**config.mk**
```make
export PLATFORM = sky130hd
export DESIGN_NAME = tsp_prescaler
export DESIGN_NICKNAME = d
export VERILOG_FILES = /design/src/rtl/tsp_pkg.sv /design/src/rtl/tsp_regs.sv /design/src/rtl/tsp_phase.sv /design/src/rtl/tsp_counter.sv /design/src/rtl/tsp_prescaler.sv
export SDC_FILE = /design/constraint.sdc
export NUM_CORES = 1
export LEC_CHECK = 0
export BUFFER_PORTS_ARGS = -buffer_cell sky130_fd_sc_hd__buf_2
export CELL_PAD_IN_SITES_DETAIL_PLACEMENT = 0
export CELL_PAD_IN_SITES_GLOBAL_PLACEMENT = 1
export CORE_ASPECT_RATIO = 0.9
export CORE_MARGIN = 2
export CORE_UTILIZATION = 30
export DETAILED_ROUTE_END_ITERATION = 10
export GPL_TIMING_DRIVEN = 0
export PLACE_DENSITY_LB_ADDON = 0.1
export SETUP_SLACK_MARGIN = 0.1
export SYNTH_ARGS = -nofsm -noshare
export SYNTH_HDL_FRONTEND = slang
export SYNTH_SLANG_ARGS = --single-unit
```
**constraint.sdc**
```tcl
create_clock -name clk -period 2.93 [get_ports clk]
set_clock_uncertainty 0.1 [all_clocks]
set_input_delay 0.7325 -clock clk [delete_from_list [all_inputs] [get_ports clk]]
set_output_delay 0.7325 -clock clk [all_outputs]
set_load 0.1 [all_outputs]
```
**src/rtl/tsp_pkg.sv**
```systemverilog
package tsp_pkg;

    localparam int DATA_W     = 32;
    localparam int COUNT_W    = 64;
    localparam int ADDR_W     = 2;
    localparam int SRC_BIT    = 8;
    localparam int STEP_BIT   = 9;
    localparam logic [ADDR_W-1:0] ADDR_CTRL  = 2'd0;
    localparam logic [ADDR_W-1:0] ADDR_PRESC = 2'd1;
    localparam logic [DATA_W-1:0] PHASE_HALF = 32'h8000_0000;
    localparam logic [DATA_W-1:0] PRESC_RST  = 32'h8000_0000;

    typedef struct packed {
        logic step2;
        logic alt_src;
    } ctrl_t;

    typedef struct packed {
        logic              adv;
        logic [DATA_W-1:0] next;
    } phase_res_t;

    function automatic logic [DATA_W-1:0] ctrl_pack(ctrl_t c);
        logic [DATA_W-1:0] w;
        w = '0;
        w[SRC_BIT]  = c.alt_src;
        w[STEP_BIT] = c.step2;
        return w;
    endfunction

    function automatic ctrl_t ctrl_unpack(logic [DATA_W-1:0] w);
        ctrl_t c;
        c.alt_src = w[SRC_BIT];
        c.step2   = w[STEP_BIT];
        return c;
    endfunction

    function automatic phase_res_t phase_step(logic [DATA_W-1:0] acc,
                                              logic [DATA_W-1:0] presc);
        phase_res_t r;
        logic [DATA_W:0] sum;
        logic [DATA_W:0] rem;
        sum = {1'b0, acc} + {1'b0, PHASE_HALF};
        rem = sum - {1'b0, presc};
        r.adv  = 1'b0;
        r.next = acc;
        if (presc == '0) begin
            r.adv  = 1'b0;
            r.next = acc;
        end else if (presc < PHASE_HALF) begin
            r.adv  = 1'b1;
            r.next = '0;
        end else if (sum >= {1'b0, presc}) begin
            r.adv  = 1'b1;
            r.next = rem[DATA_W-1:0];
        end else begin
            r.adv  = 1'b0;
            r.next = sum[DATA_W-1:0];
        end
        return r;
    endfunction

endpackage

```
**src/rtl/tsp_regs.sv**
```systemverilog
module tsp_regs
    import tsp_pkg::*;
(
    input  logic              clk,
    input  logic              rst,
    input  logic              we,
    input  logic [ADDR_W-1:0] addr,
    input  logic [DATA_W-1:0] wdata,
    output logic [DATA_W-1:0] rdata,
    output ctrl_t             ctrl,
    output logic [DATA_W-1:0] presc,
    output logic              presc_wr
);

    ctrl_t             ctrl_r;
    logic [DATA_W-1:0] presc_r;
    logic              ctrl_wr;

    assign ctrl_wr  = we && (addr == ADDR_CTRL);
    assign presc_wr = we && (addr == ADDR_PRESC);

    always_ff @(posedge clk) begin
        if (rst) begin
            ctrl_r  <= '0;
            presc_r <= PRESC_RST;
        end else begin
            if (ctrl_wr)  ctrl_r  <= ctrl_unpack(wdata);
            if (presc_wr) presc_r <= wdata;
        end
    end

    always_comb begin
        case (addr)
            ADDR_CTRL:  rdata = ctrl_pack(ctrl_r);
            ADDR_PRESC: rdata = presc_r;
            default:    rdata = '0;
        endcase
    end

    assign ctrl  = ctrl_r;
    assign presc = presc_r;

endmodule

```
**src/rtl/tsp_phase.sv**
```systemverilog
module tsp_phase
    import tsp_pkg::*;
(
    input  logic              clk,
    input  logic              rst,
    input  logic              en,
    input  logic [DATA_W-1:0] presc,
    input  logic              presc_wr,
    output logic              adv
);

    logic [DATA_W-1:0] acc;
    phase_res_t        res;

    always_comb begin
        res = phase_step(acc, presc);
        adv = en && !presc_wr && res.adv;
    end

    always_ff @(posedge clk) begin
        if (rst) begin
            acc <= '0;
        end else if (presc_wr) begin
            acc <= '0;
        end else if (en) begin
            acc <= res.next;
        end
    end

endmodule

```
**src/rtl/tsp_counter.sv**
```systemverilog
module tsp_counter
    import tsp_pkg::*;
(
    input  logic               clk,
    input  logic               rst,
    input  logic               adv,
    input  logic               step2,
    output logic [COUNT_W-1:0] count,
    output logic               tick
);

    logic [COUNT_W-1:0] inc;

    assign inc = step2 ? COUNT_W'(2) : COUNT_W'(1);

    always_ff @(posedge clk) begin
        if (rst) begin
            count <= '0;
            tick  <= 1'b0;
        end else begin
            tick <= adv;
            if (adv) count <= count + inc;
        end
    end

endmodule

```
**src/rtl/tsp_prescaler.sv**
```systemverilog
module tsp_prescaler
    import tsp_pkg::*;
(
    input  logic               clk,
    input  logic               rst,
    input  logic               xtal_en,
    input  logic               core_en,
    input  logic               reg_we,
    input  logic [ADDR_W-1:0]  reg_addr,
    input  logic [DATA_W-1:0]  reg_wdata,
    output logic [DATA_W-1:0]  reg_rdata,
    output logic [COUNT_W-1:0] sys_count,
    output logic               sys_tick
);

    ctrl_t             ctrl_q;
    logic [DATA_W-1:0] presc_q;
    logic              presc_wr;
    logic              src_en;
    logic              adv;

    tsp_regs u_regs (
        .clk      (clk),
        .rst      (rst),
        .we       (reg_we),
        .addr     (reg_addr),
        .wdata    (reg_wdata),
        .rdata    (reg_rdata),
        .ctrl     (ctrl_q),
        .presc    (presc_q),
        .presc_wr (presc_wr)
    );

    assign src_en = ctrl_q.alt_src ? core_en : xtal_en;

    tsp_phase u_phase (
        .clk      (clk),
        .rst      (rst),
        .en       (src_en),
        .presc    (presc_q),
        .presc_wr (presc_wr),
        .adv      (adv)
    );

    tsp_counter u_cnt (
        .clk   (clk),
        .rst   (rst),
        .adv   (adv),
        .step2 (ctrl_q.step2),
        .count (sys_count),
        .tick  (sys_tick)
    );

endmodule

```
Word level (Yosys, flattened, before mapping)
Index checks and enable logic that the tools add are counted.

cells by class
  bitwise operators = 1
  multiply operators = 0
  add/subtract/negate cells = 3
  reduce and logical (&&, ||, !) cells = 9
  div/mod/pow operators = 0
  mux-type cells = 6
  shift-type cells = 0
  order comparisons = 2
  equality and inequality tests = 1

operators with widths
  operator                                                          number
  33-bit 2-to-1 mux                                                 3
  64-bit adder                                                      1
  32-bit one-hot mux with 2 select lines                            1
  32-bit by 32-bit adder with 33-bit output, second input constant  1
  33-bit by 32-bit >= comparator with 1-bit output                  1
  32-bit logical NOT                                                1
  32-bit less-than comparator, second input constant                1
  32-bit subtractor                                                 1
  1-bit logical AND                                                 4
  2-bit by 1-bit == test with 1-bit output, second input constant   1
  2-bit logical NOT                                                 1
  2-bit 2-to-1 mux                                                  1
  2-bit AND reduction                                               1
  2-bit OR reduction                                                1
  1-bit logical NOT                                                 1
  1-bit 2-to-1 mux                                                  1
  1-bit NOT                                                         1

word-level totals
  output and inout bits = 97
  memories = 0
  register bits after elaboration = 131
  logic and storage cells = 28
  memory bits (read-only) = 0
  memory bits (writable) = 0
  bits in latches = 0

Longest topological paths before layout
Gate-level depths: netlist (run 1).

  depth after elaboration = 6
  gate-level depth with buffers = 13
  gate-level depth less buffers = 11

Hierarchy
Synthesis (run 1) repeated with hierarchy kept, for this count alone.

unflattened totals
  cell total of the unflattened synthesis = 958
  area, all modules = 7,942.6 µm²

modules (own cells, without submodules)
  module         cells an instance  area an instance (µm²)  instances
  tsp_counter    366                3,086.7                 1
  tsp_phase      406                3,061.7                 1
  tsp_regs       185                1,779.2                 1
  tsp_prescaler  1                  15.0                    1

Least setup slack after synthesis (run 1)
Ideal clock, no wire load.

  kind = register to register
  start = reg u_cnt.count[0]
  end = reg u_cnt.count[26]
  setup slack = -0.602 ns
  cell stages (with the launch flop) = 12
  path buffers = 2
  library setup time = 0.067 ns
  data arrival time = 3.365 ns
  cells stage by stage = dfxtp_1 > ha_1 > inv_1 > fa_1 > or4b_1 > clkbuf_1 > nor2_1 > o311a_1 > buf_2 > nand3_1 > xor2_1 > nor2_1

between the ends
  longest elaborated chain between the ends = 1

RTL lines
  item                    RTL line           text
  start, declared         tsp_counter.sv:8   output logic [COUNT_W-1:0] count,
  start signal, assigned  tsp_counter.sv:22  if (adv) count <= count + inc;
  64-bit adder            tsp_counter.sv:22

No other way between the ends.
A chain may end at the register's enable or synchronous reset.

Final worst setup path (run 1)
  start = reg u_regs.presc_r[26] (netlist: u_regs.presc[26])
  end = reg u_cnt.count[5]

between the ends
  longest elaborated chain between the ends = 5
  elaborated cells between the ends (all ways) = 7

RTL lines
  item                                              RTL line         text
  start, declared                                   tsp_regs.sv:16   logic [DATA_W-1:0] presc_r;
  start signal, assigned                            tsp_regs.sv:28   if (presc_wr) presc_r <= wdata;
  33-bit by 32-bit >= comparator with 1-bit output  tsp_pkg.sv:53    end else if (sum >= {1'b0, presc}) begin
  33-bit 2-to-1 mux                                 tsp_pkg.sv:53
  33-bit 2-to-1 mux                                 tsp_pkg.sv:50    end else if (presc < PHASE_HALF) begin
  33-bit 2-to-1 mux *                               tsp_pkg.sv:47    if (presc == '0) begin
  1-bit logical AND *                               tsp_phase.sv:17  adv = en && !presc_wr && res.adv;

Mark *: on every way between the ends. The rest lies on a longest branch, timed or not.

==> results of run 1 <==
-- where the power goes --
part	switching, uW	internal (uW)
Clock	956	1310
Sequential	168	1960
Combinational	3990	3780
-- cell families after synthesis --
family,after synthesis,synth area share
and+or+nand+nor,413,0.272
AOI/OAI and AO/OA,192,0.166
DFF,131,0.349
buffers and inverters,104,0.0551
xor gates and xnor gates,76,0.0886
adders and majority gates,37,0.0636
muxes,4,0.00533
-- metal layers --
metal,share of wire,global-route usage,wire length [um],up-vias
met3,0.042,0.0324,1170,15
li1,-,-,-,3838
met5,0,0,0,-
met1,0.53,0.325,14500,3665
met4,0.0098,0.0440,271,0
met2,0.42,0.303,11600,181
-- worst min-delay path by stage --
| stage | from | endpoint | slack (ns) | cells past startpoint |
|---|---|---|---|---|
| final | u_regs.presc[25]$_SDFFE_PP0P_ | u_regs.presc[25]$_SDFFE_PP0P_ | 0.38 | 2 |
| after global routing | u_regs.presc[21]$_SDFFE_PP0P_ | u_regs.presc[21]$_SDFFE_PP0P_ | 0.40 | 2 |
| after CTS | u_regs.presc[25]$_SDFFE_PP0P_ | u_regs.presc[25]$_SDFFE_PP0P_ | 0.38 | 2 |
| after detailed placement | u_phase.acc[4]$_SDFFE_PP0P_ | u_phase.acc[4]$_SDFFE_PP0P_ | 0.36 | 2 |
| after global placement | u_phase.acc[4]$_SDFFE_PP0P_ | u_phase.acc[4]$_SDFFE_PP0P_ | 0.35 | 2 |
| after floorplan | u_phase.acc[4]$_SDFFE_PP0P_ | u_phase.acc[4]$_SDFFE_PP0P_ | 0.34 | 2 |
-- cells in the final DEF (no fill, tap or decap), drive strengths merged, types with 36 or more instances in the layout --
cell,count
dfxtp,131
clkbuf,48
buf,234
a21oi,78
nor2,108
inv,65
and2,40
nand2,110
nand3,36
xor2,42
-- registers in the layout, indices dropped and copies added (netlist names) --
name,cells
u_cnt.count,64
u_regs.presc,32
u_cnt.tick,1
u_regs.ctrl,2
u_phase.acc,32
-- through the flow --
| step | hold slack, ns | setup WS (ns) | utilization |
|---|---|---|---|
| 2_1_floorplan | 0.336 | 0.101 | - |
| 3_3_place_gp | 0.354 | -1.05 | 0.357 |
| 3_5_place_dp | 0.358 | -1.04 | 0.357 |
| 4_1_cts | 0.379 | -0.113 | 0.436 |
| 5_1_grt | 0.402 | -0.167 | 0.469 |
| 6_report | 0.378 | -0.0547 | 0.469 |
-- what timing repair did --
item	4_1_cts	5_1_grt
hold buffers	0	0
cloned	5	4
gates resized for setup	212	130
setup buffers	57	23
endpoints found under the setup margin	127	123
pin swaps	52	86
hold endpoints to repair	0	0
-- area by class of cell --
cell class	instances	area, um2
timing repair buffer	221	1580
sequential	131	2740
tap	336	420
inverter	57	216
clock buffer	18	439
multi-input combinational	723	5540
fill	2487	13000
buffer	43	362
clock inverter	14	169
-- critical path, delay by kind of cell (launching register included) --
kind / cells / cell delay [ns]
AOI/OAI and AO/OA: 2 / 0.38
adders and majority gates: 1 / 0.25
and+or+nand+nor: 5 / 0.98
DFF: 1 / 0.34
xor gates and xnor gates: 1 / 0.16
buffers and inverters: 5 / 0.63
==> out/results.ini, run 1 <==
[timing]
finalWorstPathRequiredPeriod_ns = 2.98
slew_headroom = 0.434
finalMaxSlewViolations = 0
fin_setup_tns_ns = -0.378
rsz0062_at_grt = yes
final_hold_viol_count = 0
tightestPinTransition_ns = 0.850
finalSetupViolCount = 17
max_freq_ghz = 0.335
fin_crit_sh = 1.02
final_critical_path_setup_slack_ns = -0.0547

[logic_synthesis]
yosysSeqAreaShare = 0.349
yosys_warnings = 0
postSynthRegisterBits = 131
post_synth_instance_area_mm2 = 0.00752
synth_top_area_frac = 0.349
synth_cells = 957
yosys-top-cells-count = 131 x dfxtp_1, 110 x nand2_1, 108 x nor2_1, 77 x a21oi_1, 57 x inv_1
yosys.cell_count.top_type = dfxtp_1
synth-async-reset-ratio = 0
syn-num-nets = 1033
synth_cell_types = 67
synth_edf_count = 0
synthesis.area_per_instance_um2 = 7.85
synthDominantAreaCellType = dfxtp_1
ys_top_cells_by_area = dfxtp_1 35%, ha_1 5.8%, nand2_1 5.5%, nor2_1 5.4%, a21oi_1 5.1%
postSynth.topFlopCell = dfxtp_1

[pwr]
p_leak_uw = 0.00473
totalPowerFinal_uw = 12200
worst_ir_drop_vdd_mv = 0.443
power.density_cell_area_mw_per_mm2 = 1060

[clock_tree]
inserted_clock_buffers = 17
cts_num_sinks = 131
clockBufferDepth = 2
ctsRootBufferMaster = clkbuf_16
path_clk_slew_ns = 0.07
tritoncts_clock_tree = done
h-tree-depth = 4
worst_skew_pair_later_pin_latency_ns = 0.43

[critical_path]
worstRegToRegCells = 14
worstPathCellList = inv_2, ha_4, buf_6, nand4_1, nor3_2, or3b_4, o211a_4, a311oi_4, buf_6, buf_12, clkbuf_16, nand3b_1, xor2_1, nor2_1
crit_end = u_cnt.count[5]$_SDFFE_PP0P_
critPathKind = flip-flop to flip-flop
end_of_the_worst_register_to_register_path = u_cnt.count[5]$_SDFFE_PP0P_
worstPathArrival_ns = 3.18
timing.critical_path.slowest_stage_cell = or3b_4
endpoint_kind = flip-flop
startpoint = u_regs.presc[26]$_SDFFE_PP0P_
timing.critical_path.from_type = flip-flop
cp.required_ns = 3.13
path_common_cell = buf_6
worst_r2r_startpoint = u_regs.presc[26]$_SDFFE_PP0P_
worst-r2r-setup-slack_ns = -0.05
critical-path-max-stage-delay_ns = 0.42
path_max_fanout = 7

[layout]
final_nets = 1270
insertedDiodeCount = 0
final_layout_size_suffix_gt1_frac = 0.407
final_cell_count_without_fillers = 1543
cell_area_after_layout_mm2 = 0.0115
area_delta_synth_final_pct = 52.5

[global_route]
grt_use_total = 0.210
initial_antenna_violation_count = 0
grt_max_degree = 17
first_global_vias = 7412
wire_length_of_the_first_global_routing_pass_um = 42600
overflow = 0

[floorplan]
die_x_um = 171
top_level_ports = 136
fp-row-count = 54
initial_core_util = 0.307
die_footprint_mm2 = 0.0263
chipHeight_um = 154
core_region_area_mm2 = 0.0245

[placed_design]
globalplace.congestion = 0.785
dp.cells = 1427
post_dp_hpwl_um = 19400
io_buffer_count = 134
place_area_mm2 = 0.00873

[route]
routed_via_density = 4.99
totalWireLength_um = 27600
drtIter0Drc = 430
num_vias = 7699
detail-route-antenna-nets = 0
route.detailed.drc = 0
drt-wirelength-per-cell_um = 17.9
drt-pass1-iter-count = 4

[worst_hold_path]
worstHoldPathType = flip-flop to flip-flop

[outcome]
run_status = finished with violations
failed_checks = setup timing

[run]
drv.max_cap_violation_count = 0

No activity file was read; power rests on OpenSTA's default activity.
==> run 2, diff against run 1 <==
Settings changed: CORE_ASPECT_RATIO 0.9 to 0.6, MAX_ROUTING_LAYER set to met4.
==> run 2 against run 1 <==
The run still ends with setup timing left. Worst hold slack got worse by 0.0026 ns. Sequential share of layout area down 0.32 points. Register-to-register slack worse by 0.15 ns. Sequential power about the same. Die area increased by 0.15%. First-iteration DRC count up 15%. Via count up 2.9%. Count of clock-buffer cells in the layout grew 7. Utilization increased by 0.67 points. Non-clock buffer count is 9 higher. Global-route usage rose by 2.8 points. Power is 3.1% higher. Critical endpoint is now u_cnt.count[55]$_SDFFE_PP0P_. Largest power group unchanged.
==> out/results.ini, run 2 (same netlist as run 1, synthesis figures left out) <==
[outcome]
run_status = finished with violations
failed_checks = setup timing

[layout]
final_layout_size_suffix_gt1_frac = 0.406  ; -0.000698
layout.cells.most_common = nand2_1
insertedDiodeCount = 0  ; unchanged
final_nets = 1279  ; +0.71%
area_delta_synth_final_pct = 54.3
regMostFlops = u_cnt.count
number_of_flip_flops_under_the_largest_register_name = 64  ; unchanged
cell_area_after_layout_mm2 = 0.0116  ; +1.1%
final_cell_mix = 106 x nand2_1, 104 x buf_2, 101 x nor2_1

[route]
routed_via_density = 5.16  ; +3.3%
totalWireLength_um = 29900  ; +8.3%
num_vias = 7920  ; +2.9%
drt-pass1-iter-count = 5  ; +1
route.detailed.drc = 0  ; unchanged
detail-route-antenna-nets = 0  ; unchanged
drt-wirelength-per-cell_um = 19.5  ; +8.8%
drtIter0Drc = 496  ; +15%

[floorplan]
top_level_ports = 136  ; unchanged
die_x_um = 208  ; +22%
die_footprint_mm2 = 0.0264  ; +0.15%
initial_core_util = 0.308  ; +0.000883
fp-row-count = 44  ; -19%
chipHeight_um = 127  ; -18%
core_region_area_mm2 = 0.0244  ; -0.29%

[pwr]
worst_ir_drop_vdd_mv = 0.472  ; +6.6%
power.density_cell_area_mw_per_mm2 = 1080  ; +1.9%
p_leak_uw = 0.00481  ; +1.7%

[critical_path]
worstRegToRegCells = 12  ; -2
cp.buffers_inverters = 3  ; -2
crit_end = u_cnt.count[55]$_SDFFE_PP0P_
worst-r2r-setup-slack_ns = -0.21  ; -0.15 ns
startpoint = u_regs.presc[23]$_SDFFE_PP0P_
timing.critical_path.from_type = flip-flop
worstPathArrival_ns = 3.41  ; +0.23 ns
timing.critical_path.slowest_stage_cell = or4_4
critical-path-max-stage-delay_ns = 0.45  ; +0.03 ns
endpoint_kind = flip-flop
worst_r2r_startpoint = u_regs.presc[23]$_SDFFE_PP0P_
worstPathCellList = inv_2, ha_4, buf_6, nand4_1, nor3_2, or3b_4, o211a_4, a311oi_4, buf_4, nand3_4, or4_4, a21oi_2
logic_depth_of_the_worst_setup_path_including_buffers = 12  ; -2
critical-path-top-delay-family = simple AND/OR/NAND/NOR gates
cp.required_ns = 3.20  ; +0.07 ns
critPathKind = flip-flop to flip-flop
end_of_the_worst_register_to_register_path = u_cnt.count[55]$_SDFFE_PP0P_
path_max_fanout = 5  ; -2

[timing]
tightestPinTransition_ns = 1.01  ; +0.159 ns
finalWorstPathRequiredPeriod_ns = 3.14  ; +0.151 ns
finalSetupViolCount = 71  ; +54
rsz0062_at_grt = yes
final_critical_path_setup_slack_ns = -0.205  ; -0.151 ns
final_hold_viol_count = 0  ; unchanged
fin_crit_sh = 1.07  ; +0.0514
max_freq_ghz = 0.319  ; -4.8%
worst_hold_slack_ns = 0.375  ; -0.00260 ns
finalMaxSlewViolations = 0  ; unchanged
slew_headroom = 0.323  ; -0.111

[global_route]
initial_antenna_violation_count = 2  ; +2
wire_length_of_the_first_global_routing_pass_um = 45800  ; +7.7%
grt_use_total = 0.238  ; +0.0285
overflow = 0  ; unchanged
first_global_vias = 7467  ; +0.74%
grt_max_degree = 17  ; unchanged

[worst_hold_path]
worstHoldPathType = flip-flop to flip-flop

[run]
drv.max_cap_violation_count = 0  ; unchanged

[clock_tree]
cts_num_sinks = 131  ; unchanged
inserted_clock_buffers = 17  ; unchanged
clockBufferDepth = 2  ; unchanged
ctsRootBufferMaster = clkbuf_16
tritoncts_clock_tree = done
h-tree-depth = 4  ; unchanged
worst_skew_pair_later_pin_latency_ns = 0.45  ; +0.02 ns
path_clk_slew_ns = 0.06  ; about the same

[placed_design]
post_dp_hpwl_um = 21000  ; +8.2%
globalplace.congestion = 0.827  ; +5.3%
place_area_mm2 = 0.00871  ; -0.20%
io_buffer_count = 134  ; unchanged

run 2: cell count changes in the layout (fill, tap and decap cells not counted), sizes merged:
cell	previous run	this run
clkbuf	48	54
clkinv	1	2
inv	65	57
clkinvlp	3	0
buf	234	244
bufinv	2	3
run 2: worst register-to-register path, delay by kind of cell, from the launching register on:
family                   cells  cell delay [ns]
AO/OA/AOI/OAI                3             0.61
adder cells (fa/ha/maj)      1             0.25
buffers and inverters        3             0.33
flip-flops                   1             0.37
AND/OR/NAND/NOR              5             1.41
run 2: final cells by class:
cell class | instances | area, um2
clock inverters | 5 | 100
flip-flops and latches | 131 | 2730
repair buffers | 227 | 1670
well taps | 322 | 403
clock buffers | 25 | 485
plain buffers | 46 | 419
multi-input cells | 723 | 5570
fillers | 2404 | 12800
inverters | 57 | 214
run 2: timing repair:
item / in CTS / in global routing
hold endpoints to repair: 0 / 0
resized for setup: 280 / 81
gates cloned: 7 / 1
hold buffers: 0 / 0
setup endpoints to repair: 127 / 119
buffers inserted: 66 / 25
pin swaps: 94 / 48
run 2: worst min-delay path by stage:
| stage | start | end | cells after the start |
|---|---|---|---|
| global route | reg_wdata[31] | u_regs.presc[31]$_SDFFE_PP1P_ | 2 |
| CTS | reg_wdata[31] | u_regs.presc[31]$_SDFFE_PP1P_ | 2 |
| global placement | u_phase.acc[4]$_SDFFE_PP0P_ | u_phase.acc[4]$_SDFFE_PP0P_ | 2 |
| finish | u_regs.presc[25]$_SDFFE_PP0P_ | u_regs.presc[25]$_SDFFE_PP0P_ | 2 |
| floorplan | u_phase.acc[4]$_SDFFE_PP0P_ | u_phase.acc[4]$_SDFFE_PP0P_ | 2 |
| detailed placement | u_phase.acc[4]$_SDFFE_PP0P_ | u_phase.acc[4]$_SDFFE_PP0P_ | 2 |
run 2: metal layers:
metal,vias up,wire length [um],global-route usage
li1,3850,-,-
met1,3863,16900,0.373
met2,188,11200,0.298
met3,19,1490,0.0515
met4,0,294,0.0571
met5,-,0,-
run 2: stage by stage:
stage	setup slack [ns]	cells	setup TNS [ns]	total power (uW)	util
2_1_floorplan	0.101	957	0	5700	-
3_3_place_gp	-0.931	1413	-69.44	7030	0.357
3_5_place_dp	-0.967	1413	-72.72	7010	0.357
4_1_cts	-0.300	1515	-6.81	11800	0.454
5_1_grt	-0.299	1536	-15.96	13200	0.475
6_report	-0.205	1536	-5.42	12500	0.475
run 2: where the power goes:
group	leakage [uW]	switching, uW	internal, uW
Combinational	0.00343	4260	3900
Clock	0.000287	842	1390
Sequential	0.00109	170	1960
Total	0.00481	5270	7260
